==> src/rtl/xdb_pkg.sv <==
package xdb_pkg;
    localparam int HOST_W      = 64;
    localparam int LOC_W       = 32;
    localparam int LEN_W       = 32;
    localparam int WORD_W      = 64;
    localparam int DESC_WORDS  = 4;
    localparam int SIZE_W      = 11;
    localparam int CNT_W       = 12;
    localparam int PITCH_W     = 12;
    localparam int UNIT_SHIFT  = 4;
    localparam int PITCH_SHIFT = 3;

    // largest line in bytes and the pitch used for multi-line descriptors
    localparam int MAX_LINE_BYTES = ((1 << SIZE_W) - 1) << UNIT_SHIFT;
    localparam int MULTI_PITCH    = MAX_LINE_BYTES >> PITCH_SHIFT;

    // command word fields
    localparam int CW_IRQ_EN   = 31;
    localparam int CW_CNT_LSB  = 16;
    localparam int CW_IRQ_REQ  = 15;
    localparam int CW_SIZE_LSB = 4;
    localparam int CW_ID       = 1;

    // pitch word fields
    localparam int PW_LPITCH_LSB = 51;
    localparam int PW_HPITCH_LSB = 35;
    localparam int PW_UPSTREAM   = 31;
    localparam int PW_ADDR_MSB   = 29;
    localparam int PW_ADDR_LSB   = 4;
    localparam int PW_ID         = 0;
    localparam logic [WORD_W-1:0] PW_ADDR_MASK =
        ((64'd1 << (PW_ADDR_MSB - PW_ADDR_LSB + 1)) - 64'd1) << PW_ADDR_LSB;

    typedef logic [DESC_WORDS-1:0][WORD_W-1:0] desc_t;

    typedef struct packed {
        logic [CNT_W-1:0]   count;
        logic [SIZE_W-1:0]  size;
        logic [PITCH_W-1:0] pitch;
    } shape_t;

    typedef enum logic [1:0] {
        ST_IDLE  = 2'd0,
        ST_WRITE = 2'd1,
        ST_DONE  = 2'd2
    } st_e;
endpackage

==> src/rtl/xdb_split.sv <==
module xdb_split
    import xdb_pkg::*;
(
    input  logic [LEN_W-1:0] len_i,
    output shape_t           head_o,
    output shape_t           tail_o,
    output logic             tail_en_o,
    output logic [LEN_W-1:0] covered_o
);
    localparam logic [LEN_W-1:0] MAXB = LEN_W'(MAX_LINE_BYTES);

    logic             multi;
    logic [LEN_W-1:0] quot;
    logic [LEN_W-1:0] covered;

    always_comb begin
        multi   = len_i > MAXB;
        quot    = len_i / MAXB;
        covered = quot * MAXB;

        tail_o.count = CNT_W'(1);
        tail_o.pitch = PITCH_W'(1);
        tail_o.size  = SIZE_W'((len_i - covered) >> UNIT_SHIFT);

        if (multi) begin
            head_o.count = quot[CNT_W-1:0];
            head_o.size  = SIZE_W'(MAX_LINE_BYTES >> UNIT_SHIFT);
            head_o.pitch = PITCH_W'(MULTI_PITCH);
            tail_en_o    = |tail_o.size;
            covered_o    = covered;
        end else begin
            head_o.count = CNT_W'(1);
            head_o.size  = SIZE_W'(len_i >> UNIT_SHIFT);
            head_o.pitch = PITCH_W'(1);
            tail_en_o    = 1'b0;
            covered_o    = '0;
        end
    end

    // full lines never cover more than the length, and leave less than one line
    always_comb begin
        if (multi) begin
            a_r7_cover: assert (covered <= len_i && (len_i - covered) < MAXB)
                else $error("line split exceeds length");
        end
    end
endmodule

==> src/rtl/xdb_pack.sv <==
module xdb_pack
    import xdb_pkg::*;
(
    input  logic [HOST_W-1:0] host_i,
    input  logic [LOC_W-1:0]  loc_i,
    input  logic              up_i,
    input  shape_t            shape_i,
    input  logic              irq_i,
    output desc_t             desc_o
);
    logic [WORD_W-1:0] pw;
    logic [WORD_W-1:0] cw;

    always_comb begin
        pw = '0;
        pw[PW_LPITCH_LSB +: PITCH_W] = shape_i.pitch;
        pw[PW_HPITCH_LSB +: PITCH_W] = shape_i.pitch;
        pw[PW_UPSTREAM]              = up_i;
        pw = pw | ({{(WORD_W-LOC_W){1'b0}}, loc_i} & PW_ADDR_MASK);
        pw[PW_ID]                    = 1'b1;

        cw = '0;
        cw[CW_IRQ_EN]                = irq_i;
        cw[CW_CNT_LSB +: CNT_W]      = shape_i.count;
        cw[CW_IRQ_REQ]               = irq_i;
        cw[CW_SIZE_LSB +: SIZE_W]    = shape_i.size;
        cw[CW_ID]                    = 1'b1;

        desc_o    = '0;
        desc_o[0] = host_i;
        desc_o[1] = pw;
        desc_o[2] = cw;
    end

    // the constant-one flags are always present in their words
    always_comb begin
        a_r4_id_flags: assert (desc_o[2][CW_ID] && desc_o[1][PW_ID] && desc_o[3] == '0)
            else $error("descriptor id flags missing");
    end
endmodule

==> src/rtl/xfer_desc_builder.sv <==
module xfer_desc_builder
    import xdb_pkg::*;
#(
    parameter int RING_DEPTH = 128,
    localparam int IW = (RING_DEPTH > 1) ? $clog2(RING_DEPTH) : 1,
    localparam int AW = IW + 2
) (
    input  logic              clk,
    input  logic              rst_n,
    input  logic              req_valid,
    output logic              req_ready,
    input  logic [HOST_W-1:0] req_host_addr,
    input  logic [LOC_W-1:0]  req_local_addr,
    input  logic [LEN_W-1:0]  req_len,
    input  logic              req_upstream,
    output logic              mem_we,
    output logic [AW-1:0]     mem_addr,
    output logic [WORD_W-1:0] mem_wdata,
    output logic              done,
    output logic [IW-1:0]     done_index
);
    typedef struct packed {
        st_e               st;
        logic [IW-1:0]     head;
        logic [IW-1:0]     cur;
        logic [1:0]        word;
        logic              second;
        logic [HOST_W-1:0] host;
        logic [LOC_W-1:0]  loc;
        logic              up;
        shape_t            s0;
        shape_t            s1;
        logic              tail_en;
        logic [LEN_W-1:0]  covered;
    } state_t;

    state_t q, d;

    function automatic logic [IW-1:0] ring_next(input logic [IW-1:0] i);
        return (i == IW'(RING_DEPTH - 1)) ? '0 : i + 1'b1;
    endfunction

    // length arithmetic on the incoming request
    shape_t           sp_head, sp_tail;
    logic             sp_tail_en;
    logic [LEN_W-1:0] sp_covered;

    xdb_split u_split (
        .len_i     (req_len),
        .head_o    (sp_head),
        .tail_o    (sp_tail),
        .tail_en_o (sp_tail_en),
        .covered_o (sp_covered)
    );

    // one packer for the leading descriptor and one for the remainder descriptor
    logic [HOST_W-1:0] host_v  [2];
    logic [LOC_W-1:0]  loc_v   [2];
    shape_t            shape_v [2];
    logic              irq_v   [2];
    desc_t             desc_v  [2];

    always_comb begin
        host_v[0]  = q.host;
        host_v[1]  = q.host + HOST_W'(q.covered);
        loc_v[0]   = q.loc;
        loc_v[1]   = q.loc + q.covered;
        shape_v[0] = q.s0;
        shape_v[1] = q.s1;
        irq_v[0]   = !q.tail_en;
        irq_v[1]   = 1'b1;
    end

    for (genvar g = 0; g < 2; g++) begin : g_pack
        xdb_pack u_pack (
            .host_i  (host_v[g]),
            .loc_i   (loc_v[g]),
            .up_i    (q.up),
            .shape_i (shape_v[g]),
            .irq_i   (irq_v[g]),
            .desc_o  (desc_v[g])
        );
    end

    always_comb begin
        d          = q;
        req_ready  = (q.st == ST_IDLE);
        mem_we     = 1'b0;
        mem_addr   = {q.cur, q.word};
        mem_wdata  = desc_v[q.second][q.word];
        done       = 1'b0;
        done_index = q.head;

        case (q.st)
            ST_IDLE: begin
                if (req_valid) begin
                    d.st      = ST_WRITE;
                    d.cur     = q.head;
                    d.word    = 2'd0;
                    d.second  = 1'b0;
                    d.host    = req_host_addr;
                    d.loc     = req_local_addr;
                    d.up      = req_upstream;
                    d.s0      = sp_head;
                    d.s1      = sp_tail;
                    d.tail_en = sp_tail_en;
                    d.covered = sp_covered;
                end
            end
            ST_WRITE: begin
                mem_we = 1'b1;
                d.word = q.word + 2'd1;
                if (q.word == 2'd3) begin
                    if (!q.second && q.tail_en) begin
                        d.second = 1'b1;
                        d.cur    = ring_next(q.cur);
                    end else begin
                        d.st   = ST_DONE;
                        d.head = ring_next(q.cur);
                    end
                end
            end
            ST_DONE: begin
                done = 1'b1;
                d.st = ST_IDLE;
            end
            default: d.st = ST_IDLE;
        endcase
    end

    always_ff @(posedge clk) begin
        if (!rst_n) q <= '0;
        else        q <= d;
    end

    // no acceptance while descriptor words are being written
    a_r2_busy_not_ready: assert property (@(posedge clk) disable iff (!rst_n)
        mem_we |-> !req_ready);

    // words inside a descriptor come on consecutive cycles and addresses
    a_r3_word_step: assert property (@(posedge clk) disable iff (!rst_n)
        (mem_we && mem_addr[1:0] != 2'd0) |-> ($past(mem_we) && mem_addr == $past(mem_addr) + AW'(1)));

    // a command word asking for an interrupt belongs to the last descriptor
    a_r9_irq_last: assert property (@(posedge clk) disable iff (!rst_n)
        (mem_we && mem_addr[1:0] == 2'd2 && mem_wdata[CW_IRQ_EN]) |=> ##1 done);

    // done follows the final word and lasts one cycle
    a_r10_done_after_write: assert property (@(posedge clk) disable iff (!rst_n)
        done |-> ($past(mem_we) && $past(mem_addr[1:0]) == 2'd3));

    a_r10_one_pulse: assert property (@(posedge clk) disable iff (!rst_n)
        done |=> !done);
endmodule

==> config.mk <==
export PLATFORM = sky130hd
export DESIGN_NAME = xfer_desc_builder
export DESIGN_NICKNAME = d
export VERILOG_FILES = /design/src/rtl/xdb_pkg.sv /design/src/rtl/xdb_split.sv /design/src/rtl/xdb_pack.sv /design/src/rtl/xfer_desc_builder.sv
export SDC_FILE = /design/constraint.sdc
export NUM_CORES = 1
export LEC_CHECK = 0
export ABC_AREA = 0
export BUFFER_PORTS_ARGS = -buffer_cell sky130_fd_sc_hd__buf_2
export CORE_ASPECT_RATIO = 1.25
export CORE_MARGIN = 5
export CORE_UTILIZATION = 53
export DETAILED_ROUTE_END_ITERATION = 8
export GPL_TIMING_DRIVEN = 1
export MAX_ROUTING_LAYER = met4
export PLACE_DENSITY = 0.72
export RECOVER_POWER = 25
export SLEW_MARGIN = 20
export SYNTH_ARGS = -nofsm -noshare
export SYNTH_HDL_FRONTEND = slang
export SYNTH_SLANG_ARGS = --single-unit
==> constraint.sdc <==
create_clock -name clk -period 19.9 [get_ports clk]
set_clock_uncertainty 0.15 [all_clocks]
set_input_delay 1.99 -clock clk [delete_from_list [all_inputs] [get_ports clk]]
set_output_delay 1.99 -clock clk [all_outputs]
set_load 0.02 [all_outputs]
; ---- Word level (Yosys, flattened, before mapping)
; Index checks and enable logic that the tools add are counted.
[word_totals]
regBits = 196
input_bits = 132
output_inout_bits = 83
elab_cells = 68
[op_classes]
n_addsub = 5
multipliers = 1
div_mod_pow = 1
n_lt_le_gt_ge = 3
n_eq_ne = 8
mux = 20
bitwise = 4
n_reduce_logical = 11
[ops]
columns = cell, n
row1 = $mux W256, 2
row2 = $mux W210, 1
row3 = $mux W160, 1
row4 = $bmux W64 S2, 1
row5 = $add A64 B32 Y64, 1
row6 = $mux W64, 1
row7 = $or A63 B30 Y63, 1
row8 = $or A52 B30 Y52, 1
row9 = $mux W35, 1
row10 = $div A32 B15 Y32 const B, 1
row11 = $gt A32 B15 Y1 const B, 1
row12 = $mul A32 B11 Y28 const B, 1
row13 = $mux W32, 1
row14 = $add A30 B30 Y30, 1
row15 = $pmux W10 S2, 1
row16 = $mux W16, 1
row17 = $sub A15 B15 Y15, 1
row18 = $mux W7, 2
row19 = $reduce_or A11 Y1, 1
row20 = $mux W9, 1
row21 = $ne A2 B2 Y1 const B, 4
row22 = $add A7 B1 Y7 const B, 1
row23 = $eq A7 B7 Y1 const B, 1
row24 = $reduce_and A3 Y1, 2
row25 = other kinds (16), 23

; ---- Longest topological paths before layout
; Gate-level depths: netlist (run 1).
[depth]
ltp_word = 7
ltp_mapped = 96
ltp_nobuf = 85

; ---- By module
; From an unflattened synthesis (run 1), not the netlist that was laid out.
[unflattened]
hier_cells = 3837
area_unflattened_um2 = 31320.0
[modules_own_cells]
columns = mod, n_inst, cells_each, area_per_inst_um2, seq_area_each_um2
row1 = xfer_desc_builder, 1, 1816, 16143.0, 4384.2
row2 = xdb_split, 1, 1505, 11318.4, 0.0
row3 = xdb_pack, 2, 258, 1929.4, 0.0

; ---- Worst setup path before layout (run 1)
; Ideal clock, no wire load.
[synth_path]
kind = input -> register
from = in req_len[28]
to = reg q[31] (netlist bit)
setup_ps = 128
t_arrival_ps = 20004
t_required_ps = 19622
path_slack_ps = -382
stages = 84
path_buffers = 7
cell_sequence = buf_2 -> nand4_2 -> nor4_2 -> inv_2 -> o311a_1 -> or4_1 -> a2111oi_1 -> o21ai_1 -> a21o_1 -> a211o_1 -> buf_6 -> a211o_4 -> o221ai_2 -> and4b_1 -> nand2_2 -> and4b_1 -> buf_6 -> and4_1 -> (+48 left out) -> a21oi_1 -> o21bai_1 -> a21oi_1 -> o21bai_1 -> a21oi_1 -> o21bai_1 -> a21oi_1 -> o21bai_1 -> a21oi_1 -> o21bai_1 -> a21oi_1 -> o21bai_1 -> a21oi_1 -> o21bai_1 -> a21oi_1 -> xnor2_1 -> a22oi_1 -> nor2_1
[synth_via]
elab_chain_len = 3
word_cells_on_any_way = 4
classes_between = mul: 1 / div: 1 / order compare: 1 / mux: 1
[synth_lines]
columns = element, line_no
row1 = from (decl), xfer_desc_builder.sv:14  ; input logic [LEN_W-1:0] req_len,
row2 = $div A32 B15 Y32, xdb_split.sv:18  ; quot = len_i / MAXB;
row3 = $mul A32 B11 Y28, xdb_split.sv:19  ; covered = quot * MAXB;
row4 = $mux W32 *, xdb_split.sv:25  ; if (multi) begin
row5 = to (signal assigned), xfer_desc_builder.sv:132  ; if (!rst_n) q <= '0;
row6 = to (signal assigned), xfer_desc_builder.sv:133  ; else q <= d;
row7 = to (decl), xfer_desc_builder.sv:37  ; state_t q, d;
; Every way passes the cells marked *; elsewhere a longest branch is shown, timed or not.
; A chain may end at the register's enable or synchronous reset.

; ---- Final worst setup path (run 1)
[layout_path]
from = in req_len[21]
to = reg q[31] (netlist bit)
; The elaborated chain is that of the path after synthesis.

==> results of run 1 <==
[path summary, 6_finish.rpt]
check / end / start
max reg2reg: host_v[86] / q[217]
min: host_v[66] / host_v[66]
min reg2reg: host_v[66] / host_v[66]
max: q[31] / req_len[21]
[routing by layer]
metal	track usage	vias up	share of wire
li1	-	10920	-
met1	0.3493	10920	0.41
met2	0.5177	727	0.51
met3	0.03019	180	0.048
met4	0.1084	0	0.034
met5	-	-	0
[registers in the layout, indices dropped and copies added, names as in the netlist]
name and count:
q 70, done_index 7, mem_addr 9, loc_v 26
host_v 64
[worst max-delay path, delay by kind of cell]
family	cells	cell delay, ns
AND/OR/NAND/NOR	20	4.80
adder cells (fa/ha/maj)	6	2.12
multiplexers	2	0.40
XOR/XNOR	1	0.11
AO/OA/AOI/OAI	40	7.49
buffers and inverters	22	2.84
[through the flow]
stage               area (sq um)  std cells  TNS, ns
detailed placement         25710       3776   -4.070
floorplan                  21180       2746        0
finish                     27960       3875        0
global route               27960       3875   -1.632
CTS                        26600       3817        0
global placement           25710       3776   -2.053
[placed cells by master (no fill, tap or decap), types with 10 or more instances in the layout]
cell	instances
dfxtp_1	174
a21o_1	37
ha_1	119
a21oi_2	26
and3_1	26
or2_2	12
buf_4	530
nor4_1	18
nand4_1	27
a21oi_1	216
nor3_2	17
a31oi_1	13
mux4_2	13
nand2b_1	21
a22oi_1	30
o22ai_1	27
a211oi_1	24
and2_1	17
or3_1	16
xnor2_1	96
nand3_1	69
nand2_1	329
nor3_1	35
inv_1	232
o211ai_1	19
buf_2	189
o21ai_0	75
o21a_1	17
clkbuf_1	23
mux2i_1	54
clkbuf_16	18
or3_4	10
nor2_1	240
xor2_1	55
o21bai_1	53
o21ai_1	15
fa_1	113
[synth_stat cells (all sizes together), types with 29 or more instances]
| master | instances | area [sq um] |
|---|---|---|
| inv | 240 | 900.9 |
| o21bai | 55 | 420.4 |
| nand3 | 76 | 395.4 |
| fa | 113 | 2262 |
| nor4 | 33 | 276.5 |
| a21o | 38 | 285.3 |
| clkbuf | 92 | 350.3 |
| a21oi | 245 | 1234 |
| nor3 | 56 | 301.5 |
| mux2i | 58 | 580.6 |
| dfxtp | 176 | 3523 |
| ha | 124 | 1551 |
| buf | 59 | 380.4 |
| nand2 | 336 | 1266 |
| o21ai | 97 | 485.5 |
| a211oi | 34 | 295.3 |
| and3 | 34 | 214.0 |
| a22oi | 30 | 225.2 |
| o22ai | 29 | 181.4 |
| xnor2 | 101 | 892.1 |
| xor2 | 57 | 499.2 |
| nand4 | 30 | 206.5 |
| nor2 | 252 | 945.9 |
[repair_timing]
action / CTS / global route
buffers inserted: 9 / 59
pin swaps: 14 / 108
hold endpoints to repair: 0 / 0
gates resized for setup: 38 / 207
hold buffers: 0 / 0
setup endpoints to repair: 4 / 13
[layout make-up]
class	count	area, sq um	share of cell area
multi-input cells	2177	17180	0.6144
repair buffers	750	5125	0.1833
flip-flops and latches	176	3528	0.1262
inverters	242	910.9	0.03257
well taps	498	623.1	0.02228
clock buffers	23	499.2	0.01785
clock inverters	9	95.09	0.003401
[cell families after synthesis]
kind of cell | count (synthesis)
buffers and inverters | 393
adders and majority gates | 241
xor gates and xnor gates | 158
and+or+nand+nor | 974
AOI/OAI and AO/OA | 727
muxes | 77
DFF | 176
==> out/qor.csv, run 1 <==
metric,value,unit
status,finished with violations,
failing checks,"max-capacitance violations, max-slew violations",
Synth Area in Simple Gates,0.2254,
Syn Area/Cell,7.689,sq um
R2R depth,5,
final slew viol count,106,
actual slew at the worst max-slew pin,3.485,ns
number of global-route vias before repair,22350,
slowest cell on the critical path,fa_1,
1st-iter DRT viols,1414,
Worst Setup End Kind,register,
largest family of logic cells by synthesized area,compound AO/OA/AOI/OAI gates,
fin nets,3733,
Worst-Skew Late Latency,0.45,ns
ys flop type,dfxtp_1,
post-synthesis cell type count,132,
Max clock buf depth,2,
worst hold stages,2,
root buffer cell,clkbuf_16,
H-tree levels,4,
Required @ worst endpoint,20.05,ns
YS warnings,0,
worst hold margin,0.3052,ns
antenna violations before repair,0,
final WL,67330,um
"antenna viol nets, final",0,
Ant. Diodes,0,
setup ws final,0.2301,ns
synth-to-layout area growth,32.45,%
min-delay worst type,reg2reg,
Filler cells,3079,
maxcap violations,2,
first-pass GRT wire length,106700,um
multiplexer share of the synthesized area,0.04474,
Die Height,233.1,um
minimum clock period,19.67,ns
Post-Syn Area,21110,sq um
die width,188.5,um
Core Box Area,39220,sq um
"Hold Vio Cnt, Final",0,
total track usage,0.2938,
"reg-to-reg slack, setup",15.02,ns
FP Rows,81,
crit-path max FO,8,
"Seq/Total Area, Yosys",0.1669,
synthesized net count,3115,
dpl ws,-0.8793,ns
setup violators final,0,
total CTS buffers,17,
Compound-Gate Fraction of Synth Area,0.2369,
Post-DP HPWL,51720,um
Avg WL per Cell,17.38,um
# IOs,215,
Worst EP arrival,19.82,ns
total grt overflow,0,
Worst-path clk slew,0.07,ns
Tcrit/Tclk final,0.9884,
DRC Markers,0,
asr flop ratio synth,0,
IO Port Bufs,208,
Cells after Synth,2746,
max incr delay on CP,0.55,ns
unrepaired setup endpoints after global routing,true,
"FF+latch count, synth",176,
initial core utilization,0.5383,
Peak Freq,50.84,MHz
xor/xnor share of the synthesized area,0.06590,
post-layout utilization of the core,0.7130,
clock tree from TritonCTS,built,
DRT Pass-1 Iters,6,
vias per std cell,5.871,
largest net degree at the start of global routing,81,
share of cells above drive strength 1,0.3109,
"EDFF count, synth",0,
Clock Sinks,176,
Worst slew margin,-1.323,
critical path type,in2reg,
Critical Path Most Common Cell,buf_4,
Vias,22750,
die area,43950,sq um
startpoint types,input pin,
Placer Congestion,0.9467,
post-synthesis adder-cell area fraction,0.1825,
Power of run 1 is not shown: default switching activity piles up to over one toggle a cycle in this logic, so the estimate is an artifact.
==> inputs of run 2 (changes only) <==
- PLACE_DENSITY: 0.72 -> 0.84
==> run 2 against run 1 <==
The run ends with max-capacitance violations, max-slew violations, negative setup slack left. Sequential share of layout area decreased by 0.23 points. Setup slack got worse by 0.71 ns. Global-route usage increased by 0.87 points. First-iteration DRC count increased by 40%. Core utilization increased by 1.3 points. Critical path depth decreased by 7. Non-clock buffer count increased by 4. Via count increased by 6.0%. Maximum frequency decreased by 3.5%. Critical path type unchanged. Highest routed layer unchanged.
==> out/qor.csv, run 2 (synthesized netlist as in run 1, its figures left out) <==
metric,value,unit
failing checks,"max-capacitance violations, max-slew violations, negative setup slack",
Worst Setup End Kind,register,
fin nets,3739,
die area,43950,sq um
synth-to-layout area growth,34.78,%
min-delay worst type,reg2reg,
Core Box Area,39220,sq um
startpoint types,input pin,
vias per std cell,6.214,
largest net degree at the start of global routing,103,
# hold bufs at CTS,0,
status,finished with violations,
Critical Path Most Common Cell,buf_4,
minimum clock period,20.38,ns
Max clock buf depth,2,
hold endpoint,host_v[67],
worst hold stages,2,
r2r startpoint,q[217],
slowest cell on the critical path,fa_1,
Tcrit/Tclk final,1.024,
"reg-to-reg slack, setup",13.28,ns
critical path type,in2reg,
Clock Sinks,176,
RR Endpoint,q[12],
1st-iter DRT viols,1976,
Worst-Skew Late Latency,0.44,ns
die width,188.5,um
Top reg by flops,q,
Post-DP HPWL,52790,um
clock tree from TritonCTS,built,
total CTS buffers,17,
root buffer cell,clkbuf_16,
unrepaired setup endpoints after global routing,true,
Placer Congestion,0.9838,
most frequent cells in the layout,"buf_4 (521), nand2_1 (325), nor2_1 (233)",
# IOs,215,
Filler cells,2580,
"antenna viol nets, final",0,
DRC Markers,0,
setup violators final,5,
actual slew at the worst max-slew pin,4.165,ns
Required @ worst endpoint,20.06,ns
Worst EP arrival,20.54,ns
maxcap violations,4,
total grt overflow,0,
max incr delay on CP,0.57,ns
Avg WL per Cell,19.38,um
H-tree levels,4,
Largest register FFs,70,
post-layout utilization of the core,0.7255,
DRT Pass-1 Iters,7,
Worst slew margin,-1.777,
Worst-path clk slew,0.07,ns
initial core utilization,0.5383,
crit-path max FO,7,
IO Port Bufs,208,
setup ws final,-0.4832,ns
antenna violations before repair,0,
hold wc startpoint,host_v[67],
R2R depth,7,
Vias,24120,
storage element area,3526,sq um
"most common cell after layout, fill and taps aside",buf_4,
"Hold Vio Cnt, Final",0,
total track usage,0.3025,
share of cells above drive strength 1,0.3281,
first-pass GRT wire length,109600,um
FP Rows,81,
final slew viol count,252,
Peak Freq,49.06,MHz
number of global-route vias before repair,23030,
final WL,75210,um
Ant. Diodes,0,
Die Height,233.1,um
multi-input logic area,17570,sq um
[run 2: cell count changes in the layout (fill, tap and decap cells not counted), moves of 7 or more]
cell,previous run,this run
buf_4,530,521
buf_6,9,20
nor2_1,240,233
nor2_2,9,17
xnor2_1,96,88
xnor2_2,5,12
[run 2: worst max path at each step]
| stage | from | to | slack (ns) |
|---|---|---|---|
| finish | req_len[27] | q[31] | -0.48 |
| global route | req_len[21] | q[31] | -1.15 |
| CTS | req_len[29] | q[31] | 0.02 |
| global placement | req_len[27] | q[31] | -0.49 |
| floorplan | req_len[28] | q[31] | 0.002 |
| detailed placement | req_len[27] | q[31] | -1.16 |
[run 2: area by class of cell]
class                   count  area share
multi-input cells        2179      0.6175
repair buffers            754      0.1837
flip-flops and latches    176      0.1239
inverters                 242     0.03210
well taps                 498     0.02190
clock buffers              19     0.01557
clock inverters            13    0.005364
[run 2: metrics by stage]
step / setup WS [ns] / instances / setup TNS [ns] / hold WS [ns] / area, sq um
finish: -0.4832 / 3881 / -1.272 / 0.3066 / 28460
global route: -1.152 / 3881 / -5.897 / 0.3322 / 28460
CTS: 0.01948 / 3807 / 0 / 0.3097 / 26550
detailed placement: -1.159 / 3764 / -6.556 / 0.2998 / 25620
global placement: -0.4897 / 3764 / -1.555 / 0.2924 / 25620
floorplan: 0.001926 / 2746 / 0 / 0.2832 / 21180
[run 2: critical path: cells and delay by family]
family	cells	cell delay, ns
xor gates and xnor gates	2	0.29
adders and majority gates	6	2.89
AOI/OAI and AO/OA	38	6.82
and+or+nand+nor	18	5.15
buffers and inverters	17	2.34
muxes	3	1.00
[run 2: what timing repair did]
item,4_1_cts,5_1_grt
cloned,1,2
setup buffers,10,72
pin swaps,18,117
gates resized for setup,55,271
setup endpoints to repair,7,13
[run 2: metal layers]
metal  share of wire  global-route usage
met5               0                   -
met4           0.059              0.1392
met3           0.070             0.03662
met2            0.51              0.5435
met1            0.36              0.3363
Power of run 2 is left out for the same reason.
